## src/rtl/ide_cfg_pkg.sv

```systemverilog
package ide_cfg_pkg;

   localparam int unsigned BYTE_W    = 8;
   localparam int unsigned BUS_BYTES = 4;
   localparam int unsigned BUS_W     = BUS_BYTES * BYTE_W;
   localparam int unsigned LANE_W    = $clog2(BUS_BYTES);
   localparam int unsigned SIZE_W    = 3;

   // field byte positions inside the window (decoded by the controller)
   localparam int unsigned PRIM_TIM_POS = 0;
   localparam int unsigned SEC_TIM_POS  = 4;
   localparam int unsigned UDMA_CTL_POS = 8;
   localparam int unsigned UDMA_TIM_POS = 10;
   localparam int unsigned IDE_CFG_POS  = 20;

   typedef enum logic [1:0] {
      ROUTE_NONE  = 2'd0,
      ROUTE_HDR   = 2'd1,
      ROUTE_LOCAL = 2'd2,
      ROUTE_ERR   = 2'd3
   } route_e;

   function automatic logic size_ok(input logic [SIZE_W-1:0] sz);
      return (sz == 3'd1) || (sz == 3'd2) || (sz == 3'd4);
   endfunction

endpackage

```

## src/rtl/ide_cfg_decode.sv

```systemverilog
module ide_cfg_decode
   import ide_cfg_pkg::*;
#(
   parameter int unsigned OFF_W     = 8,
   parameter int unsigned HDR_LIMIT = 64,
   parameter int unsigned WIN_BASE  = 64,
   parameter int unsigned WIN_BYTES = 22,
   localparam int unsigned IDX_W    = $clog2(WIN_BYTES)
) (
   input  logic                 req,
   input  logic [OFF_W-1:0]     off,
   input  logic [SIZE_W-1:0]    size,
   output route_e               route,
   output logic [IDX_W-1:0]     idx,
   output logic [WIN_BYTES-1:0] byte_en
);

   localparam logic [OFF_W:0] BASE_X = (OFF_W+1)'(WIN_BASE);
   localparam logic [OFF_W:0] END_X  = (OFF_W+1)'(WIN_BASE + WIN_BYTES);
   localparam logic [OFF_W:0] HDR_X  = (OFF_W+1)'(HDR_LIMIT);

   logic [OFF_W:0] off_x;
   logic [OFF_W:0] end_x;
   logic           in_win;

   assign off_x  = {1'b0, off};
   assign end_x  = off_x + (OFF_W+1)'(size);
   assign in_win = (off_x >= BASE_X) && (end_x <= END_X);
   assign idx    = IDX_W'(off - OFF_W'(WIN_BASE));

   always_comb begin
      if (!req)
         route = ROUTE_NONE;
      else if (off_x < HDR_X)
         route = ROUTE_HDR;
      else if (size_ok(size) && in_win)
         route = ROUTE_LOCAL;
      else
         route = ROUTE_ERR;
   end

   // one enable per window byte: inside [idx, idx+size)
   for (genvar i = 0; i < WIN_BYTES; i++) begin : g_en
      logic [IDX_W:0] pos;
      logic [IDX_W:0] lim;
      assign pos        = (IDX_W+1)'(i);
      assign lim        = {1'b0, idx} + (IDX_W+1)'(size);
      assign byte_en[i] = (route == ROUTE_LOCAL) &&
                          (pos >= {1'b0, idx}) && (pos < lim);
   end

endmodule

```

## src/rtl/ide_cfg_store.sv

```systemverilog
module ide_cfg_store
   import ide_cfg_pkg::*;
#(
   parameter int unsigned               WIN_BYTES = 22,
   parameter logic [WIN_BYTES*8-1:0]    RST_IMG   = '0,
   localparam int unsigned              IDX_W     = $clog2(WIN_BYTES)
) (
   input  logic                              clk,
   input  logic                              rst_n,
   input  logic                              wr_en,
   input  logic [WIN_BYTES-1:0]              byte_en,
   input  logic [IDX_W-1:0]                  idx,
   input  logic [BUS_W-1:0]                  wdata,
   output logic [WIN_BYTES-1:0][BYTE_W-1:0]  bytes_q
);

   for (genvar i = 0; i < WIN_BYTES; i++) begin : g_byte
      logic [LANE_W-1:0] lane;
      assign lane = LANE_W'(IDX_W'(i) - idx);

      always_ff @(posedge clk or negedge rst_n) begin
         if (!rst_n)
            bytes_q[i] <= RST_IMG[i*BYTE_W +: BYTE_W];
         else if (wr_en && byte_en[i])
            bytes_q[i] <= wdata[{lane, 3'b000} +: BYTE_W];
      end
   end

endmodule

```

## src/rtl/ide_cfg_rdmux.sv

```systemverilog
module ide_cfg_rdmux
   import ide_cfg_pkg::*;
#(
   parameter int unsigned  WIN_BYTES = 22,
   localparam int unsigned IDX_W     = $clog2(WIN_BYTES)
) (
   input  route_e                            route,
   input  logic [IDX_W-1:0]                  idx,
   input  logic [SIZE_W-1:0]                 size,
   input  logic [WIN_BYTES-1:0][BYTE_W-1:0]  bytes_q,
   input  logic [BUS_W-1:0]                  hdr_rdata,
   output logic [BUS_W-1:0]                  rdata
);

   logic [BUS_W-1:0] loc;

   always_comb begin
      loc = '0;
      for (int j = 0; j < int'(BUS_BYTES); j++) begin
         if (j < int'(size) && (int'(idx) + j) < int'(WIN_BYTES))
            loc[j*BYTE_W +: BYTE_W] = bytes_q[int'(idx) + j];
      end
   end

   always_comb begin
      case (route)
         ROUTE_HDR:   rdata = hdr_rdata;
         ROUTE_LOCAL: rdata = loc;
         default:     rdata = '0;
      endcase
   end

endmodule

```

## src/rtl/ide_cfg_window.sv

```systemverilog
module ide_cfg_window
   import ide_cfg_pkg::*;
#(
   parameter int unsigned  OFF_W        = 8,
   parameter int unsigned  HDR_LIMIT    = 64,
   parameter int unsigned  WIN_BASE     = 64,
   parameter int unsigned  WIN_BYTES    = 22,
   parameter logic [31:0]  PRIM_TIM_RST = 32'h8000_8000
) (
   input  logic              clk,
   input  logic              rst_n,
   input  logic              cfg_req,
   input  logic              cfg_wr,
   input  logic [OFF_W-1:0]  cfg_off,
   input  logic [2:0]        cfg_size,
   input  logic [31:0]       cfg_wdata,
   output logic [31:0]       cfg_rdata,
   output logic              cfg_err,
   output logic              hdr_req,
   output logic              hdr_wr,
   output logic [OFF_W-1:0]  hdr_off,
   output logic [2:0]        hdr_size,
   output logic [31:0]       hdr_wdata,
   input  logic [31:0]       hdr_rdata,
   output logic [31:0]       prim_tim,
   output logic [7:0]        sec_tim,
   output logic [7:0]        udma_ctl,
   output logic [15:0]       udma_tim,
   output logic [15:0]       ide_cfg
);

   localparam int unsigned IDX_W = $clog2(WIN_BYTES);

   // elaboration-time parameter checks
   if (WIN_BYTES < IDE_CFG_POS + 2) begin : g_bad_size
      $error("window too small for its fields");
   end
   if (HDR_LIMIT > WIN_BASE) begin : g_bad_limit
      $error("header range overlaps the window");
   end
   if (WIN_BASE + WIN_BYTES > (1 << OFF_W)) begin : g_bad_off
      $error("window exceeds offset space");
   end

   function automatic logic [WIN_BYTES*8-1:0] build_rst_img();
      logic [WIN_BYTES*8-1:0] img;
      img = '0;
      img[PRIM_TIM_POS*8 +: 32] = PRIM_TIM_RST;
      return img;
   endfunction

   localparam logic [WIN_BYTES*8-1:0] RST_IMG = build_rst_img();

   route_e                            route;
   logic [IDX_W-1:0]                  idx;
   logic [WIN_BYTES-1:0]              byte_en;
   logic [WIN_BYTES-1:0][BYTE_W-1:0]  bytes_q;

   ide_cfg_decode #(
      .OFF_W     (OFF_W),
      .HDR_LIMIT (HDR_LIMIT),
      .WIN_BASE  (WIN_BASE),
      .WIN_BYTES (WIN_BYTES)
   ) u_dec (
      .req     (cfg_req),
      .off     (cfg_off),
      .size    (cfg_size),
      .route   (route),
      .idx     (idx),
      .byte_en (byte_en)
   );

   ide_cfg_store #(
      .WIN_BYTES (WIN_BYTES),
      .RST_IMG   (RST_IMG)
   ) u_store (
      .clk     (clk),
      .rst_n   (rst_n),
      .wr_en   (cfg_wr),
      .byte_en (byte_en),
      .idx     (idx),
      .wdata   (cfg_wdata),
      .bytes_q (bytes_q)
   );

   ide_cfg_rdmux #(
      .WIN_BYTES (WIN_BYTES)
   ) u_rd (
      .route     (route),
      .idx       (idx),
      .size      (cfg_size),
      .bytes_q   (bytes_q),
      .hdr_rdata (hdr_rdata),
      .rdata     (cfg_rdata)
   );

   assign cfg_err   = (route == ROUTE_ERR);
   assign hdr_req   = (route == ROUTE_HDR);
   assign hdr_wr    = cfg_wr & hdr_req;
   assign hdr_off   = cfg_off;
   assign hdr_size  = cfg_size;
   assign hdr_wdata = cfg_wdata;

   assign prim_tim = {bytes_q[PRIM_TIM_POS+3], bytes_q[PRIM_TIM_POS+2],
                      bytes_q[PRIM_TIM_POS+1], bytes_q[PRIM_TIM_POS]};
   assign sec_tim  = bytes_q[SEC_TIM_POS];
   assign udma_ctl = bytes_q[UDMA_CTL_POS];
   assign udma_tim = {bytes_q[UDMA_TIM_POS+1], bytes_q[UDMA_TIM_POS]};
   assign ide_cfg  = {bytes_q[IDE_CFG_POS+1], bytes_q[IDE_CFG_POS]};

endmodule

```

## config.mk

```make
export PLATFORM = sky130hd
export DESIGN_NAME = ide_cfg_window
export DESIGN_NICKNAME = d
export VERILOG_FILES = /design/src/rtl/ide_cfg_pkg.sv /design/src/rtl/ide_cfg_decode.sv /design/src/rtl/ide_cfg_store.sv /design/src/rtl/ide_cfg_rdmux.sv /design/src/rtl/ide_cfg_window.sv
export SDC_FILE = /design/constraint.sdc
export NUM_CORES = 1
export LEC_CHECK = 0
export ABC_CLOCK_PERIOD_IN_PS = 9500
export CORE_MARGIN = 2
export CORE_UTILIZATION = 39
export CTS_CLUSTER_SIZE = 20
export DETAILED_ROUTE_END_ITERATION = 8
export DONT_BUFFER_PORTS = 1
export MAX_ROUTING_LAYER = met4
export PLACE_DENSITY = 0.53
export SYNTH_ARGS = -nofsm -noshare
export SYNTH_HDL_FRONTEND = slang
export SYNTH_SLANG_ARGS = --single-unit
export TNS_END_PERCENT = 30
```

## constraint.sdc

```tcl
create_clock -name clk -period 9.5 [get_ports clk]
set_clock_uncertainty 0.1 [all_clocks]
set_input_delay 0.95 -clock clk [delete_from_list [all_inputs] [get_ports clk]]
set_output_delay 0.95 -clock clk [all_outputs]
set_load 0.02 [all_outputs]
```

==> out/metrics.yaml <==
finish:
  final_cell_mix: "203 x mux2_2, 174 x dfrtp_1, 128 x mux2i_1"
  fin_util: 0.3988
  layout_commonest_cell: "mux2_2"
  fin_area_um2: 15020
  synthToLayoutAreaGrowth_pct: 0.5443
  top_register: "u_store.bytes_q"
  reg.largest.list: "u_store.bytes_q: 176 flops"
  layout.cells.non_filler: 1665
  final_nets: 1231
  largest_register_ff_count: 176
  drive_above_1_share: 0.3504
placed_design:
  place_area_um2: 14460
  hpwlAfterDp_um: 37950
  place_inst: 1632
  portBuffers: 0
  routabilityCongestion: 0.9107
critical_path:
  reg2reg_depth: 1
  slowest_delay_ps: 1100
  crit_chain: "inv_1, buf_4, fa_1, nand2b_1, nor2_1, o22ai_2, nand4_1, o21ai_0"
  crit_cells: 8
  slowest_stage: "o21ai_0"
  arrival_ps: 5420
  path_delay_family: "compound AO/OA/AOI/OAI gates"
  startpoint_type: "primary input"
  critPathMaxFanout: 89
  required_ps: 8450
  critical_path_class: "primary input to output port"
  cp-end-kind: "output port"
  critPathBufInv: 2
route:
  drc: 0
  wl_um: 55890
  firstDrtPassIters: 5
  drt_iter0_drc: 1293
  num_vias: 11100
  ant_nets: 0
  vias_per_cell: 6.667
  wl_per_cell_um: 33.57
power:
  seqPwrFrac: 0.434
  worst_ir_drop_vdd_mv: 0.1034
  combPwrFrac: 0.231
  p_clk_frac: 0.335
  internal-power_uw: 1387
  power_density_nw_per_um2: 140.7
  p_leak_uw: 0.006177
  power.net_switching_uw: 726.5
  power.total_uw: 2113
  switching_share: 0.3438
clock_tree:
  cts_resized: 0
  cts_setup_buffers: 0
  cts_buffer_depth: 2
  cts_buffers: 17
  clk_latency_ps: 460
  cts_tree: "built"
  clk_pin_slew_ps: 70
  ctsHoldBuffers: 0
  htreeDepth: 4
  numClockSinks: 176
  root_buffer: "clkbuf_16"
yosys:
  yosys_warnings: 0
  synth_edf_count: 0
  async_flop_share: 1.000
  synth-seq-cells: 176
  synth_flop_cell: "dfrtp_1"
  postSynthCellCount: 1319
  avgSynthCellArea_um2: 11.33
  syn-num-nets: 1410
  yosysSeqAreaShare: 0.2950
  yosysUniqueCellTypes: 83
  syn_area_um2: 14940
floorplan:
  core_region_area_um2: 37670
  initial_core_util: 0.3967
  dieArea_um2: 39890
  rows: 71
  pin_count: 237
  die_w_um: 199.7
  die_h_um: 199.7
timing:
  period_share: 0.6809
  tns_ps: 0
  slew_viol_final: 0
  finalSetupViolations: 0
  max_freq_ghz: 0.1546
  rsz0062_at_grt: "no"
  hold_viol: 0
  period_needed_ps: 6469
  max_slew_margin: 0.1487
  worst_pin_slew_ps: 1273
grt:
  grt_max_degree: 226
  overflow: 0
  track_usage: 0.2927
  antenna_found_initial: 2
  grt_pass1_wl_um: 79220
  grt_pass1_vias: 10650
hold_path:
  hold_path_class: "primary input to asynchronous set/reset pin"
run:
  drv_cap: 0
outcome:
  status: "finished, final reports clean"
-- power groups by stage --
stage,sequential [uW],clock [uW],combinational [uW]
6_report,917,708,489
5_1_grt,927,744,517
4_1_cts,916,713,483
3_5_place_dp,931,0,481
3_3_place_gp,928,0,477
2_1_floorplan,866,0,488
-- worst paths after layout --
kind	slack, ps	startpoint	to
setup / recovery	3030	cfg_off[1]	cfg_rdata[17]
hold / removal	100	rst_n	u_store.bytes_q[8]$_DFFE_PN0P_
setup reg to reg	8350	u_store.bytes_q[85]$_DFFE_PN0P_	u_store.bytes_q[85]$_DFFE_PN0P_
hold reg to reg	430	u_store.bytes_q[51]$_DFFE_PN0P_	u_store.bytes_q[51]$_DFFE_PN0P_
max in group asynchronous	8910	rst_n	u_store.bytes_q[174]$_DFFE_PN0P_
min in group clk	430	u_store.bytes_q[51]$_DFFE_PN0P_	u_store.bytes_q[51]$_DFFE_PN0P_
-- cell usage after synthesis, types with 6 or more instances --
cell type,number,area (um2)
a211oi_1,12,90.09
a21oi_1,42,210.2
a22o_1,10,87.58
a22oi_1,13,97.59
a31oi_1,17,106.4
and2_1,10,62.56
buf_1,13,48.80
buf_2,37,185.2
buf_4,124,930.9
clkbuf_1,40,150.1
dfrtp_1,174,4354
ha_1,11,137.6
inv_1,10,37.54
mux2_2,203,2286
mux2i_1,128,1281
mux4_2,111,2500
nand2_1,69,259.0
nand2b_1,10,62.56
nand3_1,8,40.04
nand3b_1,10,75.07
nand4_1,6,37.54
nor2_1,53,198.9
nor2b_1,9,56.30
nor3_1,22,110.1
o21ai_0,44,220.2
o22ai_1,10,62.56
xnor2_1,9,78.83
-- routing by layer --
| layer | vias to the layer above | GRT usage | routed length [um] |
|---|---|---|---|
| met2 | 599 | 0.4127 | 24370 |
| li1 | 4611 | - | - |
| met1 | 5781 | 0.3967 | 23900 |
| met3 | 109 | 0.07190 | 5117 |
| met4 | 0 | 0.1320 | 2507 |
| met5 | - | - | 0 |
-- area by class of cell --
type,count,area [um2]
diodes,1,2.502
clock buffers,17,425.4
repair buffers,16,120.1
inverters,13,48.80
fillers,3677,22640
flip-flops and latches,176,4407
clock inverters,15,138.9
well taps,511,639.4
multi-input cells,916,9240
-- cell families (layout without fill, tap and decap cells) --
group / count (synthesis) / count (layout) / share of synthesized area
xor+xnor: 13 / 13 / 0.008124
simple gates: 227 / 227 / 0.07998
fa+ha+maj: 12 / 12 / 0.01055
buf+inv: 227 / 61 / 0.09128
mux: 445 / 445 / 0.4083
flops: 176 / 176 / 0.2950
compound gates: 219 / 219 / 0.1068
other cells: 0 / 1 / 0
-- per-stage QoR --
| stage | hold slack [ps] | setup slack, ps |
|---|---|---|
| finish | 95.99 | 3031 |
| global route | 82.52 | 2999 |
| CTS | 79.88 | 3226 |
| detailed placement | 412.1 | 3238 |
| global placement | 406.2 | 3389 |
| floorplan | 392.3 | 4000 |
(Power assumes the default switching activity.)
